<file path="config.mk">
export PLATFORM = sky130hd
export DESIGN_NAME = rxq_err_fifo
export DESIGN_NICKNAME = d
export VERILOG_FILES = /design/src/rtl/rxq_pkg.sv /design/src/rtl/rxq_ram.sv /design/src/rtl/rxq_ptrs.sv /design/src/rtl/rxq_errcnt.sv /design/src/rtl/rxq_head.sv /design/src/rtl/rxq_err_fifo.sv
export SDC_FILE = /design/constraint.sdc
export NUM_CORES = 1
export LEC_CHECK = 0
export ABC_AREA = 1
export BUFFER_PORTS_ARGS = -buffer_cell sky130_fd_sc_hd__clkbuf_2
export CELL_PAD_IN_SITES_DETAIL_PLACEMENT = 0
export CELL_PAD_IN_SITES_GLOBAL_PLACEMENT = 1
export CORE_ASPECT_RATIO = 0.9
export CORE_MARGIN = 2
export CORE_UTILIZATION = 51
export DETAILED_ROUTE_END_ITERATION = 16
export PLACE_DENSITY_LB_ADDON = 0.3
export SYNTH_ARGS = -nofsm -noshare
export SYNTH_HDL_FRONTEND = slang
export SYNTH_SLANG_ARGS = --single-unit
</file>
<file path="constraint.sdc">
create_clock -name clk -period 3.7 [get_ports clk]
set_input_delay 0.37 -clock clk [delete_from_list [all_inputs] [get_ports clk]]
set_output_delay 0.37 -clock clk [all_outputs]
set_load 0.05 [all_outputs]
</file>
<file path="src/rtl/rxq_pkg.sv">
package rxq_pkg;
  localparam int unsigned DATA_W = 8;

  typedef struct packed {
    logic              brk;
    logic              frm;
    logic              par;
    logic [DATA_W-1:0] data;
  } rxq_ent_t;

  localparam int unsigned ENT_W = $bits(rxq_ent_t);

  function automatic logic ent_bad(input rxq_ent_t e);
    return e.brk | e.frm | e.par;
  endfunction
endpackage

</file>
<file path="src/rtl/rxq_ram.sv">
// Simple dual-port storage, registered read, read-before-write.
module rxq_ram #(
  parameter int unsigned DEPTH = 64,
  parameter int unsigned WIDTH = 11,
  localparam int unsigned AW = $clog2(DEPTH)
) (
  input  logic             clk,
  input  logic             we,
  input  logic [AW-1:0]    waddr,
  input  logic [WIDTH-1:0] wdata,
  input  logic [AW-1:0]    raddr,
  output logic [WIDTH-1:0] rdata
);
  logic [WIDTH-1:0] mem [DEPTH];

  always_ff @(posedge clk) begin
    if (we) mem[waddr] <= wdata;
    rdata <= mem[raddr];
  end
endmodule

</file>
<file path="src/rtl/rxq_ptrs.sv">
// Pointer and occupancy control. DEPTH must be a power of two.
module rxq_ptrs #(
  parameter int unsigned DEPTH = 64,
  localparam int unsigned AW = $clog2(DEPTH),
  localparam int unsigned LW = $clog2(DEPTH + 1)
) (
  input  logic          clk,
  input  logic          rst,
  input  logic          flush,
  input  logic          push_req,
  input  logic          pop_req,
  output logic          push_ok,
  output logic          pop_ok,
  output logic          full,
  output logic [AW-1:0] wr_ptr,
  output logic [AW-1:0] raddr,
  output logic [LW-1:0] lvl,
  output logic          lvl_nz_nxt,
  output logic          head_from_wr
);
  logic [AW-1:0] rd_ptr;
  logic [LW-1:0] lvl_nxt;
  logic          empty;

  assign full    = (lvl == LW'(DEPTH));
  assign empty   = (lvl == '0);
  assign push_ok = push_req && !full && !flush;
  assign pop_ok  = pop_req && !empty && !flush;

  assign raddr   = pop_ok ? rd_ptr + AW'(1) : rd_ptr;
  assign lvl_nxt = flush ? '0 : lvl + LW'(push_ok) - LW'(pop_ok);
  assign lvl_nz_nxt = (lvl_nxt != '0);
  // The entry written this cycle becomes the head: RAM cannot return it yet.
  assign head_from_wr = push_ok && (empty || (pop_ok && lvl == LW'(1)));

  always_ff @(posedge clk) begin
    if (rst || flush) begin
      wr_ptr <= '0;
      rd_ptr <= '0;
      lvl    <= '0;
    end else begin
      if (push_ok) wr_ptr <= wr_ptr + AW'(1);
      rd_ptr <= raddr;
      lvl    <= lvl_nxt;
    end
  end
endmodule

</file>
<file path="src/rtl/rxq_errcnt.sv">
// Counts stored entries that carry any error flag.
module rxq_errcnt #(
  parameter int unsigned DEPTH = 64,
  localparam int unsigned LW = $clog2(DEPTH + 1)
) (
  input  logic clk,
  input  logic rst,
  input  logic flush,
  input  logic inc,
  input  logic dec,
  output logic any_q
);
  logic [LW-1:0] cnt;
  logic [LW-1:0] cnt_nxt;

  assign cnt_nxt = flush ? '0 : cnt + LW'(inc) - LW'(dec);

  always_ff @(posedge clk) begin
    if (rst) begin
      cnt   <= '0;
      any_q <= 1'b0;
    end else begin
      cnt   <= cnt_nxt;
      any_q <= (cnt_nxt != '0);
    end
  end
endmodule

</file>
<file path="src/rtl/rxq_head.sv">
// Head-of-queue view: RAM output, or the bypass copy for a fresh write.
module rxq_head
  import rxq_pkg::*;
(
  input  logic     clk,
  input  logic     rst,
  input  logic     flush,
  input  logic     push_ok,
  input  rxq_ent_t wr_ent,
  input  logic     head_from_wr,
  input  logic     lvl_nz_nxt,
  input  rxq_ent_t ram_q,
  output rxq_ent_t head
);
  rxq_ent_t byp_q;
  logic     sel_byp;
  logic     vld;

  always_ff @(posedge clk) begin
    if (rst || flush) begin
      vld     <= 1'b0;
      sel_byp <= 1'b0;
      byp_q   <= '0;
    end else begin
      vld     <= lvl_nz_nxt;
      sel_byp <= head_from_wr;
      if (push_ok) byp_q <= wr_ent;
    end
  end

  assign head = !vld ? '0 : (sel_byp ? byp_q : ram_q);
endmodule

</file>
<file path="src/rtl/rxq_err_fifo.sv">
module rxq_err_fifo
  import rxq_pkg::*;
#(
  parameter int unsigned DEPTH = 64,
  localparam int unsigned AW = $clog2(DEPTH),
  localparam int unsigned LW = $clog2(DEPTH + 1)
) (
  input  logic              clk,
  input  logic              rst,
  input  logic              flush,
  input  logic              rx_wr,
  input  logic [DATA_W-1:0] rx_byte,
  input  logic              rx_par_err,
  input  logic              rx_frm_err,
  input  logic              rx_brk,
  input  logic              rhr_rd,
  input  logic              lsr_rd,
  output logic [DATA_W-1:0] rhr_data,
  output logic [7:0]        lsr_q,
  output logic [LW-1:0]     fill
);
  rxq_ent_t      wr_ent, ram_q, head;
  logic          push_ok, pop_ok, full, lvl_nz_nxt, head_from_wr;
  logic [AW-1:0] wr_ptr, raddr;
  logic          err_any, ovr_q;
  logic [ENT_W-1:0] ram_rdata;

  assign wr_ent = '{brk: rx_brk, frm: rx_frm_err, par: rx_par_err, data: rx_byte};

  rxq_ptrs #(.DEPTH(DEPTH)) u_ptrs (
    .clk(clk), .rst(rst), .flush(flush),
    .push_req(rx_wr), .pop_req(rhr_rd),
    .push_ok(push_ok), .pop_ok(pop_ok), .full(full),
    .wr_ptr(wr_ptr), .raddr(raddr), .lvl(fill),
    .lvl_nz_nxt(lvl_nz_nxt), .head_from_wr(head_from_wr)
  );

  rxq_ram #(.DEPTH(DEPTH), .WIDTH(ENT_W)) u_ram (
    .clk(clk), .we(push_ok), .waddr(wr_ptr), .wdata(wr_ent),
    .raddr(raddr), .rdata(ram_rdata)
  );
  assign ram_q = rxq_ent_t'(ram_rdata);

  rxq_head u_head (
    .clk(clk), .rst(rst), .flush(flush), .push_ok(push_ok), .wr_ent(wr_ent),
    .head_from_wr(head_from_wr), .lvl_nz_nxt(lvl_nz_nxt),
    .ram_q(ram_q), .head(head)
  );

  rxq_errcnt #(.DEPTH(DEPTH)) u_errcnt (
    .clk(clk), .rst(rst), .flush(flush),
    .inc(push_ok && ent_bad(wr_ent)),
    .dec(pop_ok && ent_bad(head)),
    .any_q(err_any)
  );

  // Overrun: a new overrun wins over a clearing status read.
  always_ff @(posedge clk) begin
    if (rst || flush)            ovr_q <= 1'b0;
    else if (rx_wr && full)      ovr_q <= 1'b1;
    else if (lsr_rd)             ovr_q <= 1'b0;
  end

  assign rhr_data = head.data;
  assign lsr_q = {err_any, 2'b00, head.brk, head.frm, head.par, ovr_q, (fill != '0)};
endmodule

</file>
==> metrics.md, run 1 <==
| Metric | Value |
|---|---|
| Gpl congestion | 0.8650 |
| Inserted Clock Buffers | 78 |
| Pins Over Slew Limit | 0 |
| Clock root cell | clkbuf_16 |
| Final hold viol count | 0 |
| Ports | 40 |
| Antenna cells | 0 |
| CTS Buffer Depth | 3 |
| Die X | 274.8 um |
| Skew-Pair Late Insertion Delay | 0.63 ns |
| Initial antenna violation count | 2 |
| Pin count of the biggest net entering global routing | 115 |
| Mapped Cells | 3124 |
| DRT Wirelength | 90930 um |
| H-tree levels | 3 |
| Most used cell, CP | inv_1 |
| HP Class | in -> reg |
| Top cell type by total area after synthesis | edfxtp_1 |
| Area contributors post-synth | edfxtp_1 (63%), nand3_1 (11%), nand3b_1 (5.7%) |
| Yosys reg bits | 756 |
| Antenna Nets Post-Route | 0 |
| Total Power | 0.02394 W |
| Setup violators final | 0 |
| Mapped Area | 33660 um2 |
| Layout area overhead | 11.35% |
| Hold_ws | 0.08314 ns |
| VDD IR max | 428.3 uV |
| Type of origin of the critical path | flop |
| Post-DP HPWL | 50490 um |
| CP cell instances | inv_1 -> ha_1 -> nand3_1 -> nor2_1 -> nor2_1 -> nand2_1 -> inv_1 -> o31ai_1 -> ha_1 -> inv_1 -> ha_1 -> inv_1 -> fa_1 -> inv_1 -> a21oi_1 -> o21ai_1 -> nand2_1 -> nand2_1 -> a21oi_1 -> nor2_1 -> nor2_1 -> nand2_1 -> o211ai_1 |
| Area occupied by multi-input gates | 8816 um2 |
| Total number of vias | 23240 |
| Synth unique cells | 40 |
| Avg Inst Size Synth | 10.77 um2 |
| Setup TNS | 0 ns |
| RSZ-0062 raised after global routing | no |
| DRC | 0 |
| Setup bufs post-CTS | 0 |
| Ys async rst share | 0% |
| Sequential area share after synthesis | 65.91% |
| IO buf count | 37 |
| Fin util | 57.23% |
| Ys flop type | edfxtp_1 |
| WP data required | 4.21 ns |
| Vias in the first global route | 22230 |
| Minimum clock period | 3.319 ns |
| Crit path max fanout | 4 |
| Crit path launch | u_ptrs.lvl[2] |
| Max-Cap Viols | 0 |
| Vias per inst | 5.691 |
| Most instantiated library cell after synthesis | nand3_1 |
| TritonRoute pass-1 iters | 6 |
| Post-synth EDFFs | 704 |
| Arr. time, crit path | 3.83 ns |
| Layout Nets | 3200 |
| Site row count | 89 |
| Core area | 65480 um2 |
| Worst Clk Skew | 0.02758 ns |
| Synth warnings | 0 |
| First-pass GRT wire length | 136700 um |
| Synth top area share | 62.81% |
| Cell leakage power | 14.74 nW |
| Sequential Area | 22180 um2 |
| Remaining Overflow, GRT | 0 |
| Global Route Usage Sum | 26.98% |
| Die area | 68070 um2 |
| Slowest stage delay, CP | 0.38 ns |
| Final worst-path cycle share | 89.70% |
| Worst hold start | rst |
| Clock-pin slew on the worst setup and hold paths | 0.06 ns |
| Initial Utilization | 51.40% |
| CTS tree | built |
| Die Span Y | 247.7 um |
| R2r startpoint | u_ptrs.lvl[2] |
| Pwr/cell area | 638.9 nW/um2 |
| Worst-Margin Slew | 1.157 ns |
| Slew HR | 22.85% |
| Layout cells sized above 1 | 8.667% |
| Clock Sinks | 756 |
| Outcome | completed |
| Achievable frequency | 301.3 MHz |
| # fillers | 5429 |
| CP endpoint kind | flop |
| Critical path class | reg -> reg |
| Routed WL per cell | 22.27 um |
| Slowest CP cell | fa_1 |
| Synth cell count leaders | nand3_1 (757), edfxtp_1 (704), nand2_1 (464), inv_1 (450), nand3b_1 (257) |
| Initial DRC Count | 2407 |
[cell type report]
class,instances,share of cell area [%]
multi-input combinational,1713,23.53
sequential,756,59.19
clock buffer,107,5.803
timing repair buffer,160,3.572
inverter,454,4.554
tap,864,2.885
clock inverter,29,0.4708
[placed cells by master (no fill, tap or decap), types with 3 or more instances in the layout]
| master | synthesis | final |
|---|---|---|
| a21oi_1 | 30 | 30 |
| buf_12 | 0 | 18 |
| buf_2 | 121 | 8 |
| buf_4 | 21 | 103 |
| clkbuf_1 | 43 | 21 |
| clkbuf_16 | 0 | 81 |
| clkbuf_2 | 0 | 29 |
| clkbuf_8 | 0 | 5 |
| clkinv_1 | 1 | 12 |
| clkinv_2 | 0 | 11 |
| dfxtp_1 | 52 | 52 |
| edfxtp_1 | 704 | 704 |
| ha_1 | 18 | 18 |
| inv_1 | 450 | 450 |
| inv_6 | 0 | 4 |
| nand2_1 | 464 | 461 |
| nand2_4 | 1 | 5 |
| nand3_1 | 757 | 756 |
| nand3b_1 | 257 | 257 |
| nand4_1 | 7 | 7 |
| nor2_1 | 106 | 106 |
| nor3_1 | 12 | 12 |
| nor4_1 | 3 | 3 |
| o21ai_0 | 29 | 28 |
| xnor2_1 | 4 | 4 |
[repair_timing]
item | in CTS | in global routing
hold endpoints to repair | 1 | 0
hold buffers | 2 | 0
resized for setup | 0 | 2
endpoints found under the setup margin | 0 | 2
[metal layers]
layer,vias up,share of wire (%),GRT usage (%)
li1,10750,-,-
met1,11320,42,37.76
met2,987,46,41.83
met3,183,8.4,4.992
met4,4,3.8,11.07
met5,-,0.030,0
[path summary, 6_finish.rpt]
check / end / slack, ns / cells after the start
worst max-delay path: u_errcnt.any_q / 0.38 / 23
worst min-delay path: u_errcnt.cnt[3] / 0.08 / 2
worst max register to register: u_errcnt.any_q / 0.38 / 23
worst min register to register: u_head.byp_q[4] / 0.46 / 2
[report_power, final]
group,internal [W],switching (W)
clock,0.00417,0.00320
sequential,0.00949,0.0000944
combinational,0.00195,0.00504
[state kept, by name (all words and copies together) (netlist names)]
signal	flops
u_ram.mem	704
u_head.byp_q	11
u_ram.rdata	11
ovr_q	1
u_ptrs.lvl	7
u_ptrs.wr_ptr	6
u_head.sel_byp	1
u_head.vld	1
u_errcnt.cnt	7
u_errcnt.any_q	1
u_ptrs.rd_ptr	6
[critical path, delay by kind of cell (launching register included)]
| family | cells | cell delay, ns |
|---|---|---|
| compound gates | 5 | 0.49 |
| fa+ha+maj | 4 | 1.10 |
| buf+inv | 5 | 0.42 |
| flops | 1 | 0.36 |
| simple gates | 9 | 0.84 |
[metrics by stage]
stage / cells / worst slack [ns] / cell area (um2)
after floorplan: 3125 / 0.1094 / 33660
final: 4083 / 0.3811 / 37470
after global routing: 4083 / 0.03697 / 37470
after global placement: 3945 / 0.2970 / 35100
after CTS: 4083 / 0.3286 / 37470
after detailed placement: 3945 / 0.3286 / 35100
[cells by family after synthesis]
kind of cell	after synthesis	synth area share [%]
xor gates and xnor gates	6	0.1561
and+or+nand+nor	1616	23.93
DFF	756	65.91
buffers and inverters	656	8.097
adders and majority gates	20	0.7882
other	1	0.01114
AOI/OAI and AO/OA	69	1.115
Power figures use the tool's default switching activity.
==> run 2, diff against run 1 <==
CORE_ASPECT_RATIO = 0.8   (was 0.9)
SYNTH_HIERARCHICAL = 1   (was not set)
==> metrics.md, run 2 <==
| Metric | Value |
|---|---|
| Global Route Usage Sum | 27.49% (+0.51 points) |
| R2R depth | 14 (-39%) |
| Slowest CP cell | clkinv_2 |
| Vias per inst | 5.649 (-0.74%) |
| R2r startpoint | u_ptrs/lvl[5] |
| Reg2Reg Setup Slack | 0.22 ns (-0.17 ns) |
| TritonRoute pass-1 iters | 6 (unchanged) |
| Final hold viol count | 0 (unchanged) |
| Cells after DPL | 3718 (-5.8%) |
| Sequential area share after synthesis | 70.28% (+4.4 points) |
| Layout area overhead | 12.92% |
| Yosys reg bits | 756 (unchanged) |
| Worst-Margin Slew | 1.069 ns (-0.08809 ns) |
| Outcome | completed |
| Top reg by flops | u_ram/mem |
| Max-Cap Viols | 0 (unchanged) |
| Vias in the first global route | 20740 (-6.7%) |
| WP data required | 4.19 ns (-0.02 ns) |
| Most used cell, CP | nand2_1 |
| Layout cells sized above 1 | 10.47% (+1.8 points) |
| Remaining Overflow, GRT | 0 (unchanged) |
| Die area | 63900 um2 (-6.1%) |
| HP Class | in -> reg |
| Mapped Area | 31560 um2 (-6.2%) |
| Initial Utilization | 51.64% (+0.24 points) |
| Worst slack, placed | 0.2628 ns (-0.06589 ns) |
| Achievable frequency | 287.0 MHz (-4.8%) |
| Clock Sinks | 756 (unchanged) |
| Worst hold start | rx_brk |
| Arr. time, crit path | 3.98 ns (+0.15 ns) |
| Synth cell count leaders | nand2_1 (1010), edfxtp_1 (704), nand3_1 (622), nor2_1 (128), buf_2 (98) |
| Area contributors post-synth | edfxtp_1 (67%), nand2_1 (12%), nand3_1 (9.9%) |
| Ys async rst share | 0% (unchanged) |
| DRT Wirelength | 86290 um (-5.1%) |
| Pins Over Slew Limit | 0 (unchanged) |
| Initial DRC Count | 2568 (+6.7%) |
| CP cell instances | inv_1 -> ha_1 -> nand2_2 -> o21ai_4 -> nand2_1 -> nand2_4 -> clkinv_2 -> buf_4 -> nand3_1 -> nand2_1 -> nand2_1 -> nand3_1 -> nand3_1 -> nand2_1 |
| Post-DP HPWL | 50420 um (-0.15%) |
| Worst Clk Skew | 0.02254 ns (-0.005043 ns) |
| Antenna Nets Post-Route | 0 (unchanged) |
| VDD IR max | 516.6 uV (+21%) |
| Die X | 282.1 um (+2.7%) |
| H-tree levels | 3 (unchanged) |
| Minimum clock period | 3.484 ns (+0.1655 ns) |
| Site row count | 81 (-9.0%) |
| Ports | 40 (unchanged) |
| CTS tree | built |
| # fillers | 5043 (-7.1%) |
| Synth top area share | 66.98% (+4.2 points) |
| Die Span Y | 226.5 um (-8.6%) |
| IO buf count | 37 (unchanged) |
| Gpl congestion | 0.8851 (+2.3%) |
| Synth unique cells | 35 (-13%) |
| Total Power | 0.02346 W (-2.0%) |
| Antenna cells | 0 (unchanged) |
| CTS Buffer Depth | 3 (unchanged) |
| R2R Path End | u_ram/rdata[10] |
| First-pass GRT wire length | 129600 um (-5.2%) |
| Largest delay share family, worst path | simple AND/OR/NAND/NOR gates |
| Setup TNS | 0 ns (unchanged) |
| Mapped Cells | 2878 (-7.9%) |
| Synth warnings | 6 (+6) |
| Pin count of the biggest net entering global routing | 111 (-3.5%) |
| Fin util | 58.31% (+1.1 points) |
| Ys flop type | edfxtp_1 |
| CP endpoint kind | flop |
| RSZ-0062 raised after global routing | no |
| Slew HR | 28.72% (+5.9 points) |
| Inserted Clock Buffers | 73 (-6.4%) |
| Top cell type by total area after synthesis | edfxtp_1 |
| Critical path class | reg -> reg |
| Slowest stage delay, CP | 0.57 ns (+0.19 ns) |
| Setup violators final | 0 (unchanged) |
| Most frequent cells in the layout | nand2_1 (1009), edfxtp_1 (704), nand3_1 (622) |
| Crit path max fanout | 29 (+25) |
| Hold Crit Depth | 1 (-1) |
| Total number of vias | 21740 (-6.4%) |
| Hold Path Sink | u_ram/mem[20][10] |
| Bufs and invs on worst path | 3 (-2) |
| DRC | 0 (unchanged) |
| Biggest regs | u_ram/mem: 704 flops, u_head/byp_q: 11 flops, u_ram/rdata: 11 flops |
| Fin cells | 3849 (-5.7%) |
| Final worst-path cycle share | 94.17% (+4.5 points) |
| Type of origin of the critical path | flop |
| Commonest non-fill, non-tap cell in the layout | nand2_1 |
| Pwr/cell area | 658.3 nW/um2 (+3.0%) |
| Routed WL per cell | 22.42 um (+0.67%) |
| Core area | 61110 um2 (-6.7%) |
| Clock root cell | clkbuf_16 |
| Cell leakage power | 13.25 nW (-10%) |
| Setup bufs post-CTS | 0 (unchanged) |
| Most instantiated library cell after synthesis | nand2_1 |
| Initial antenna violation count | 3 (+1) |
| Max reg flops | 704 (unchanged) |
| Final worst slack | 0.2156 ns (-0.1655 ns) |
| Clock-pin slew on the worst setup and hold paths | 0.06 ns (about the same) |
| Layout Nets | 3001 (-6.2%) |
| Post-synth EDFFs | 704 (unchanged) |
| Avg Inst Size Synth | 10.97 um2 (+1.8%) |
| Skew-Pair Late Insertion Delay | 0.62 ns (about the same) |
==> run 2: cell count changes after synthesis, moves of 7 or more <==
cell,delta
nand3_1,-135
buf_2,-23
clkbuf_1,-12
nand3b_1,-256
inv_1,-362
nand2_1,+546
a21oi_1,-13
nor2_2,+8
inv_2,+7
nor2_1,+22
nor3_1,-9
o21ai_0,-25
==> run 2: area by class of cell <==
type,instances,area (um2),area share [%]
flip-flops and latches,756,22180,62.24
multi-input cells,1859,8229,23.09
clock buffers,91,2019,5.667
clock inverters,38,344.1,0.9655
well taps,830,1039,2.914
inverters,99,390.4,1.095
repair buffers,176,1434,4.024
==> run 2: metal layers <==
layer / up-vias / track usage, % / wire, um
met5: - / 0 / 13
met2: 973 / 41.06 / 38830
met1: 10580 / 41.20 / 37520
met4: 2 / 7.310 / 1831
li1: 10060 / - / -
met3: 130 / 5.513 / 8094
==> run 2: worst reg2reg max path: cells and delay by family, from the launching register on <==
family / cells / cell delay [ns]
buffers and inverters: 3 / 1.16
AND/OR/NAND/NOR: 9 / 1.39
AO/OA/AOI/OAI: 1 / 0.29
adder cells (fa/ha/maj): 1 / 0.22
flip-flops: 1 / 0.33
==> run 2: logic make-up after synthesis <==
| group | count (synthesis) | synth area share [%] |
|---|---|---|
| compound gates | 27 | 0.5075 |
| xor+xnor | 10 | 0.2775 |
| fa+ha+maj | 19 | 0.8008 |
| buf+inv | 264 | 3.861 |
| flops | 756 | 70.28 |
| other cells | 1 | 0.01188 |
| simple gates | 1801 | 24.26 |
==> run 2: worst max path at each step <==
stage | startpoint | endpoint | cells after the start | slack [ns]
after floorplan | u_ptrs/lvl[2] | u_ram/mem[48][0] | 10 | 0.13
after global placement | u_ptrs/lvl[5] | u_ram/rdata[8] | 15 | 0.31
after CTS | u_ptrs/lvl[5] | u_ram/rdata[8] | 15 | 0.24
after global routing | u_ptrs/lvl[5] | u_ram/rdata[10] | 14 | 0.01
final | u_ptrs/lvl[5] | u_ram/rdata[10] | 14 | 0.22
after detailed placement | u_ptrs/lvl[5] | u_ram/rdata[8] | 15 | 0.26
==> run 2: what timing repair did <==
action / 4_1_cts / 5_1_grt
setup endpoints to repair: 0 / 1
resized for setup: 0 / 1
hold buffers: 2 / 0
endpoints found under the hold margin: 1 / 0
==> run 2: report_power, final <==
group / leakage (nW) / total (W) / switching [W] / internal [W]
Clock: 1.17 / 0.00745 / 0.00316 / 0.00429
Sequential: 6.75 / 0.00964 / 0.000163 / 0.00948
Combinational: 5.33 / 0.00637 / 0.00452 / 0.00185
==> run 2: stage by stage <==
step / hold WS [ns] / instance area [um2]
2_1_floorplan: 0.4343 / 31560
3_3_place_gp: 0.4438 / 33250
3_5_place_dp: 0.4544 / 33250
4_1_cts: 0.1643 / 35640
5_1_grt: 0.1653 / 35640
6_report: 0.1667 / 35640
